$ cat src/rtl/prbs_stream_gen.sv
module prbs_stream_gen #(
  parameter int SYM_W  = 10,
  parameter int BEAT_W = 8,
  parameter int CSR_AW = 3,
  parameter int CSR_DW = 32
) (
  input  logic              clk,
  input  logic              rst_n,
  input  logic              csr_wr,
  input  logic [CSR_AW-1:0] csr_addr,
  input  logic [CSR_DW-1:0] csr_wdata,
  output logic [CSR_DW-1:0] csr_rdata,
  output logic              out_valid,
  input  logic              out_ready,
  output logic [SYM_W-1:0]  out_data
);
  localparam int ST_W = 31;
  localparam logic [2:0] PAT_LAST = 3'd5;
  localparam logic [SYM_W-1:0] LF_WORD = {SYM_W{1'b1}} << (SYM_W / 2);

  logic              running, stop_req, inj_pend, pre_en;
  logic [2:0]        pat_sel;
  logic [BEAT_W-1:0] pre_beats, pre_left;
  logic [SYM_W-1:0]  pre_word, pat_word, hf_word;
  logic [ST_W-1:0]   lfsr, lfsr_nx;

  function automatic logic [ST_W+SYM_W-1:0] prbs_adv(input logic [ST_W-1:0] s, input logic [2:0] p);
    logic [SYM_W-1:0] w;
    logic fb;
    w = '0;
    for (int i = 0; i < SYM_W; i++) begin
      case (p)
        3'd0:    fb = s[6]  ^ s[5];
        3'd1:    fb = s[14] ^ s[13];
        3'd2:    fb = s[22] ^ s[17];
        default: fb = s[30] ^ s[27];
      endcase
      s = {s[ST_W-2:0], fb};
      w[i] = fb;
    end
    return {s, w};
  endfunction

  wire hs      = running & out_ready;
  wire in_pre  = pre_left != '0;
  wire wr_ctrl = csr_wr && csr_addr == CSR_AW'(0);
  wire do_start = wr_ctrl & csr_wdata[0] & ~running;
  wire do_stop  = wr_ctrl & csr_wdata[1] & running;
  wire do_inj   = wr_ctrl & csr_wdata[2] & ~inj_pend;

  always_comb begin
    for (int i = 0; i < SYM_W; i++) hf_word[i] = ~i[0];
  end

  always_comb begin
    {lfsr_nx, pat_word} = prbs_adv(lfsr, pat_sel);
    if (pat_sel == 3'd4) begin
      pat_word = hf_word;
      lfsr_nx  = lfsr;
    end else if (pat_sel == 3'd5) begin
      pat_word = LF_WORD;
      lfsr_nx  = lfsr;
    end
  end

  assign out_valid = running;
  assign out_data  = (in_pre ? pre_word : pat_word) ^ {{(SYM_W-1){1'b0}}, inj_pend};

  always_ff @(posedge clk or negedge rst_n) begin
    if (!rst_n) begin
      running  <= 1'b0;
      stop_req <= 1'b0;
      inj_pend <= 1'b0;
      pre_left <= '0;
      lfsr     <= '1;
    end else begin
      if (do_start) begin
        running  <= 1'b1;
        stop_req <= 1'b0;
        lfsr     <= '1;
        pre_left <= pre_en ? pre_beats : '0;
      end else begin
        if (hs && (stop_req || do_stop)) begin
          running  <= 1'b0;
          stop_req <= 1'b0;
        end else if (do_stop) begin
          stop_req <= 1'b1;
        end
        if (hs) begin
          if (in_pre) pre_left <= pre_left - 1'b1;
          else        lfsr     <= lfsr_nx;
        end
      end
      if (hs)          inj_pend <= do_inj;
      else if (do_inj) inj_pend <= 1'b1;
    end
  end

  always_ff @(posedge clk or negedge rst_n) begin
    if (!rst_n) begin
      pat_sel   <= '0;
      pre_en    <= 1'b0;
      pre_beats <= '0;
      pre_word  <= '0;
    end else if (csr_wr) begin
      case (csr_addr)
        CSR_AW'(1): if (!running && csr_wdata[2:0] <= PAT_LAST && csr_wdata[CSR_DW-1:3] == '0)
                      pat_sel <= csr_wdata[2:0];
        CSR_AW'(2): pre_en    <= csr_wdata[0];
        CSR_AW'(3): pre_beats <= csr_wdata[BEAT_W-1:0];
        CSR_AW'(4): pre_word  <= csr_wdata[SYM_W-1:0];
        default: ;
      endcase
    end
  end

  always_comb begin
    csr_rdata = '0;
    case (csr_addr)
      CSR_AW'(0): csr_rdata[1:0]        = {inj_pend, running};
      CSR_AW'(1): csr_rdata[2:0]        = pat_sel;
      CSR_AW'(2): csr_rdata[0]          = pre_en;
      CSR_AW'(3): csr_rdata[BEAT_W-1:0] = pre_beats;
      CSR_AW'(4): csr_rdata[SYM_W-1:0]  = pre_word;
      default: ;
    endcase
  end
endmodule

$ cat config.mk
export PLATFORM = sky130hd
export DESIGN_NAME = prbs_stream_gen
export DESIGN_NICKNAME = d
export VERILOG_FILES = /design/src/rtl/prbs_stream_gen.sv
export SDC_FILE = /design/constraint.sdc
export NUM_CORES = 1
export LEC_CHECK = 0
export BUFFER_PORTS_ARGS = -buffer_cell sky130_fd_sc_hd__buf_2
export CAP_MARGIN = 20
export CORE_MARGIN = 2
export CORE_UTILIZATION = 30
export CTS_BUF_LIST = sky130_fd_sc_hd__clkbuf_16
export CTS_CLUSTER_DIAMETER = 120
export DETAILED_ROUTE_END_ITERATION = 8
export GPL_ROUTABILITY_DRIVEN = 0
export GPL_TIMING_DRIVEN = 1
export MAX_ROUTING_LAYER = met4
export PLACE_DENSITY = 0.49
export SLEW_MARGIN = 20
export SYNTH_ARGS = -nofsm -noshare
export SYNTH_HDL_FRONTEND = slang
export SYNTH_SLANG_ARGS = --single-unit
$ cat constraint.sdc
create_clock -name clk -period 3.3 [get_ports clk]
set_input_delay 0.66 -clock clk [delete_from_list [all_inputs] [get_ports clk]]
set_output_delay 0.66 -clock clk [all_outputs]
set_load 0.1 [all_outputs]
Yosys cells after proc, flatten, opt, wreduce, memory -nomap -nowiden
Cells that the tools add are included.
W data, S select, Z words.
Storage, ports and cells
  bits of input ports: 39
  flip-flop bits (word level): 64
  logic and storage cells: 125
  output and inout port bits: 43
Cells by class
  bitwise gates (word level): 48
  eq/ne operators: 11
  $add $sub $neg: 1
  magnitude comparators: 1
  mux-type cells: 34
  reduce and logical (&&, ||, !) cells: 21
Operators by type and width (count)
  $mux W31: 5
  $xor A1 B1 Y1: 38
  $pmux W1 S3: 11
  $mux W8: 4
  $mux W10: 3
  $logic_not A29 Y1: 1
  $pmux W5 S2: 1
  $xor A10 B1 Y10: 1
  $eq A3 B2 Y1 const B: 3
  $eq A3 B3 Y1 const B: 3
  $reduce_and A2 Y1: 4
  $reduce_bool A2 Y1: 4
  $reduce_bool A8 Y1: 1
  $sub A8 B1 Y8 const B: 1
  $and A1 B1 Y1: 7
  $mux W1: 7
  $eq A3 B1 Y1 const B: 2
  $logic_not A3 Y1: 2
  $pmux W1 S5: 1
  $logic_and A1 B1 Y1: 4
  $ne A2 B2 Y1 const B: 2
  $pmux W1 S4: 1
  $reduce_and A4 Y1: 1
  $le A3 B3 Y1 const B: 1
  other kinds (7): 8

Logic depth before layout (Yosys ltp)
  depth after elaboration: 9
  mapped depth: 8
  gate-level depth less buffers: 7

Worst setup path before layout
No wires, ideal clock.
  path kind: register to output
  from: register pat_sel[0]
  to: output port out_data[7]
  arrival time: 3.580 ns
  data required time: 2.640 ns
  buffers on the path: 2
  slack: -0.940 ns
  stages on the path, launching flop included: 8
  cell sequence: dfrtp_1 buf_6 or3b_1 buf_2 o22ai_1 a211oi_1 mux2_2 o21ai_0
Between the ends
  word-level cells in the longest chain between the ends: 8
  elaborated cells on any way between the ends: 13
  classes of those cells: eq/ne (4); mux (6); bitwise (2); reduce/logical (1)
Ends and longest elaborated chain
  from (decl): line 22  | logic [2:0] pat_sel;
  from (signal assigned): line 108  | pat_sel <= csr_wdata[2:0];
  $eq A3 B2 Y1, or another cell as far along: line 32  | case (p)
  $pmux W1 S3: line 32
  $xor A1 B1 Y1: line 33  | 3'd0: fb = s[6] ^ s[5];
  $pmux W1 S3: line 32
  $mux W10: line 60  | end else if (pat_sel == 3'd5) begin
  $mux W10 (*): line 57  | if (pat_sel == 3'd4) begin
  $mux W10 (*): line 67  | assign out_data = (in_pre ? pre_word : pat_word) ^ {{(SYM_W-1){1'b0}}, inj_pend};
  $xor A10 B1 Y10 (*): line 67
  to (decl): line 15  | output logic [SYM_W-1:0] out_data
Mark *: on every way between the ends. The rest lies on a longest branch, timed or not.

Worst setup path after layout
  from: register pat_sel[2]
  to: output port out_data[6]
Same word-level chain as after synthesis.

==> metrics.cfg <==
[drt]
vias_per_cell=5.06
postRouteAntennaNets=0
wl_per_cell_um=17.0
drt_iter0_drc=265
first_pass_iters=5
routed_wl_um=11300
post-route-drc-count=0
dr_total_vias=3372

[logic_synthesis]
postSynthAreaPerCell_um2=9.44
netlist_instances=430
yosysMostFrequentCell=nand2_1
synth_edf_count=0
synth_ff_type=dfrtp_1
synth_warnings=0
yosysTopAreaCellShare_pct=20.3
async_flop_share_pct=100
yosys-top-cells-area=dfrtp_1, dfstp_2, mux2_2
syn_area_mm2=0.00406
yosysTopAreaCell=dfrtp_1
synth-seq-cells=64
yosysUniqueCellTypes=61
synth-seq-area-share_pct=40.4
synthTopCellsByCount=nand2_1, o21ai_0, dfrtp_1

[placed_design]
numPortBuffers=59
dp_hpwl_um=8310
place_ws_ns=0.287
dp_cells=646

[floorplanning]
die_y_um=120
rows=42
pin_count=82
die_w_um=120
die_area_mm2=0.0145
core_area_mm2=0.0132
initial_core_util_pct=30.7

[grt]
overflow=0
track_usage_pct=16.9
grt_antenna_before_repair=0
grt_max_degree=37
grt_pass1_vias=3274
grt_pass1_wl_um=18200

[sta]
slew_violations=0
max_freq_mhz=311
fin_crit_sh_pct=97.5
setup_violations=0
finalCriticalPeriod_ns=3.22
tns_ns=0
grt_setup_unrepaired=false
tightest_slew_ns=0.833
relSlewSlack_pct=44.4
fin_skew_ns=0.00696
final-hold-violation-count=0
holdWs_ns=0.408
fin_ws_ns=0.0837

[status]
outcome=finished clean

[clock_network]
cts_max_path_buffers=2
clk_latency_ns=0.34
cts-htree-levels=3
clk_pin_slew_ns=0.06
tritoncts=done
clock_sinks=64
numCtsBuffers=9
root_buffer=clkbuf_16

[layout]
ff_latch_area_mm2=0.00164
fin_cells=667
layout.nets=527
drive_gt1_share_pct=34.4
area_delta_synth_final_pct=19.2
multiInputGateArea_mm2=0.00223
antenna_cells=0
fillers=1372

[pwr]
ir_drop_mv=0.464
p_leak_nw=1.99
power_density_mw_per_mm2=984

[run]
cap_viol_max_count=0

[setup_path]
reg2reg_from=pre_left[0]$_DFFE_PN0P_
worst_path_largest_cell_delay_ns=0.57
crit_fanout=16
cp.arrival_ns=2.56
r2r-end=lfsr[9]$_DFFE_PN1P_
r2r_slack_ns=1.04
slowest_stage=or3b_2
r2r_cells=8
path_cells=or3b_2 -> o22ai_2 -> o21a_1 -> o41ai_2 -> buf_4 -> a21oi_2 -> clkbuf_4
start_kind=flip-flop
cp-end-kind=primary output
path_class=reg -> out
cp.required_ns=2.64

[worst_hold_path]
hold_path_class=in -> async

## cell families (layout without fill, tap and decap cells)
family	count (synthesis)	after routing	share of synthesized area, %
AOI/OAI and AO/OA	102	102	16.8
xor gates and xnor gates	41	41	8.85
adders and majority gates	2	2	0.616
buffers and inverters	52	92	7.86
DFF	64	64	40.4
muxes	29	29	7.92
other	1	22	0.0924
and+or+nand+nor	139	139	17.4
## flip-flops by register name, indices dropped and copies added, names as in the netlist
| signal | flops |
|---|---|
| inj_pend | 1 |
| lfsr | 31 |
| out_valid | 1 |
| pat_sel | 3 |
| pre_beats | 8 |
| pre_en | 1 |
| pre_left | 8 |
| pre_word | 10 |
| stop_req | 1 |
## report_power, final
part | internal (W) | switching [W]
registers | 0.00123 | 0.000443
logic | 0.000772 | 0.00137
clock network | 0.000576 | 0.000364
total | 0.00258 | 0.00218
## worst max-delay path, delay by kind of cell, from the launching register on
family / cells / cell delay, ns
AOI/OAI and AO/OA: 4 / 0.60
buffers and inverters: 2 / 0.52
and+or+nand+nor: 1 / 0.57
DFF: 1 / 0.53
## cells in the final DEF (no fill, tap or decap), types with 9 or more instances in the layout
master / Yosys / final
nand3_1: 9 / 9
nor3_1: 11 / 11
a22o_1: 9 / 9
xnor2_1: 12 / 11
conb_1: 1 / 22
xor2_1: 29 / 29
dfstp_2: 31 / 31
o21ai_0: 39 / 36
nand2_1: 56 / 56
o21ai_1: 7 / 9
buf_2: 6 / 55
buf_4: 23 / 12
nor2_1: 24 / 24
mux2_2: 25 / 25
clkbuf_16: 0 / 9
dfrtp_1: 33 / 30
## metrics by stage
| stage | cell area, um^2 | total power (W) | utilization (%) |
|---|---|---|---|
| 2_1_floorplan | 4180 | 0.00323 | - |
| 3_3_place_gp | 4490 | 0.00379 | 33.9 |
| 3_5_place_dp | 4490 | 0.00378 | 33.9 |
| 4_1_cts | 4780 | 0.00474 | 36.1 |
| 5_1_grt | 4840 | 0.00504 | 36.5 |
| 6_report | 4840 | 0.00476 | 36.5 |
## layout make-up
cell class              count  share of cell area (%)
multi-input cells         335                    46.0
clock inverters             7                    1.29
inverters                   3                   0.233
clock buffers               9                    4.66
repair buffers             73                    9.26
flip-flops and latches     64                    34.0
well taps                 176                    4.55
## layer usage
| metal | vias up | GRT usage, % | part of all wire [%] | wire length, um |
|---|---|---|---|---|
| met5 | - | - | 0 | 0 |
| met4 | 0 | 6.76 | 1.8 | 205 |
| met3 | 10 | 3.25 | 4.7 | 531 |
| met2 | 79 | 24.6 | 46 | 5200 |
| met1 | 1684 | 23.1 | 48 | 5390 |
| li1 | 1599 | - | - | - |
## timing repair
item                       4_1_cts  5_1_grt
resized for setup                2        6
hold buffers                     0        0
pin swaps                        1        1
setup buffers                    0        5
setup endpoints to repair        3        6
hold endpoints to repair         0        0
## worst max path at each step
stage | startpoint | to | slack (ns) | depth (start not counted)
floorplan | pat_sel[0]$_DFFE_PN0P_ | out_data[7] | -0.18 | 7
global placement | pat_sel[2]$_DFFE_PN0P_ | out_data[9] | 0.29 | 6
detailed placement | pat_sel[1]$_DFFE_PN0P_ | out_data[6] | 0.29 | 6
CTS | pat_sel[0]$_DFFE_PN0P_ | out_data[9] | 0.01 | 6
global route | pat_sel[2]$_DFFE_PN0P_ | out_data[6] | 0.02 | 7
finish | pat_sel[2]$_DFFE_PN0P_ | out_data[6] | 0.08 | 7
(Power assumes the default switching activity.)
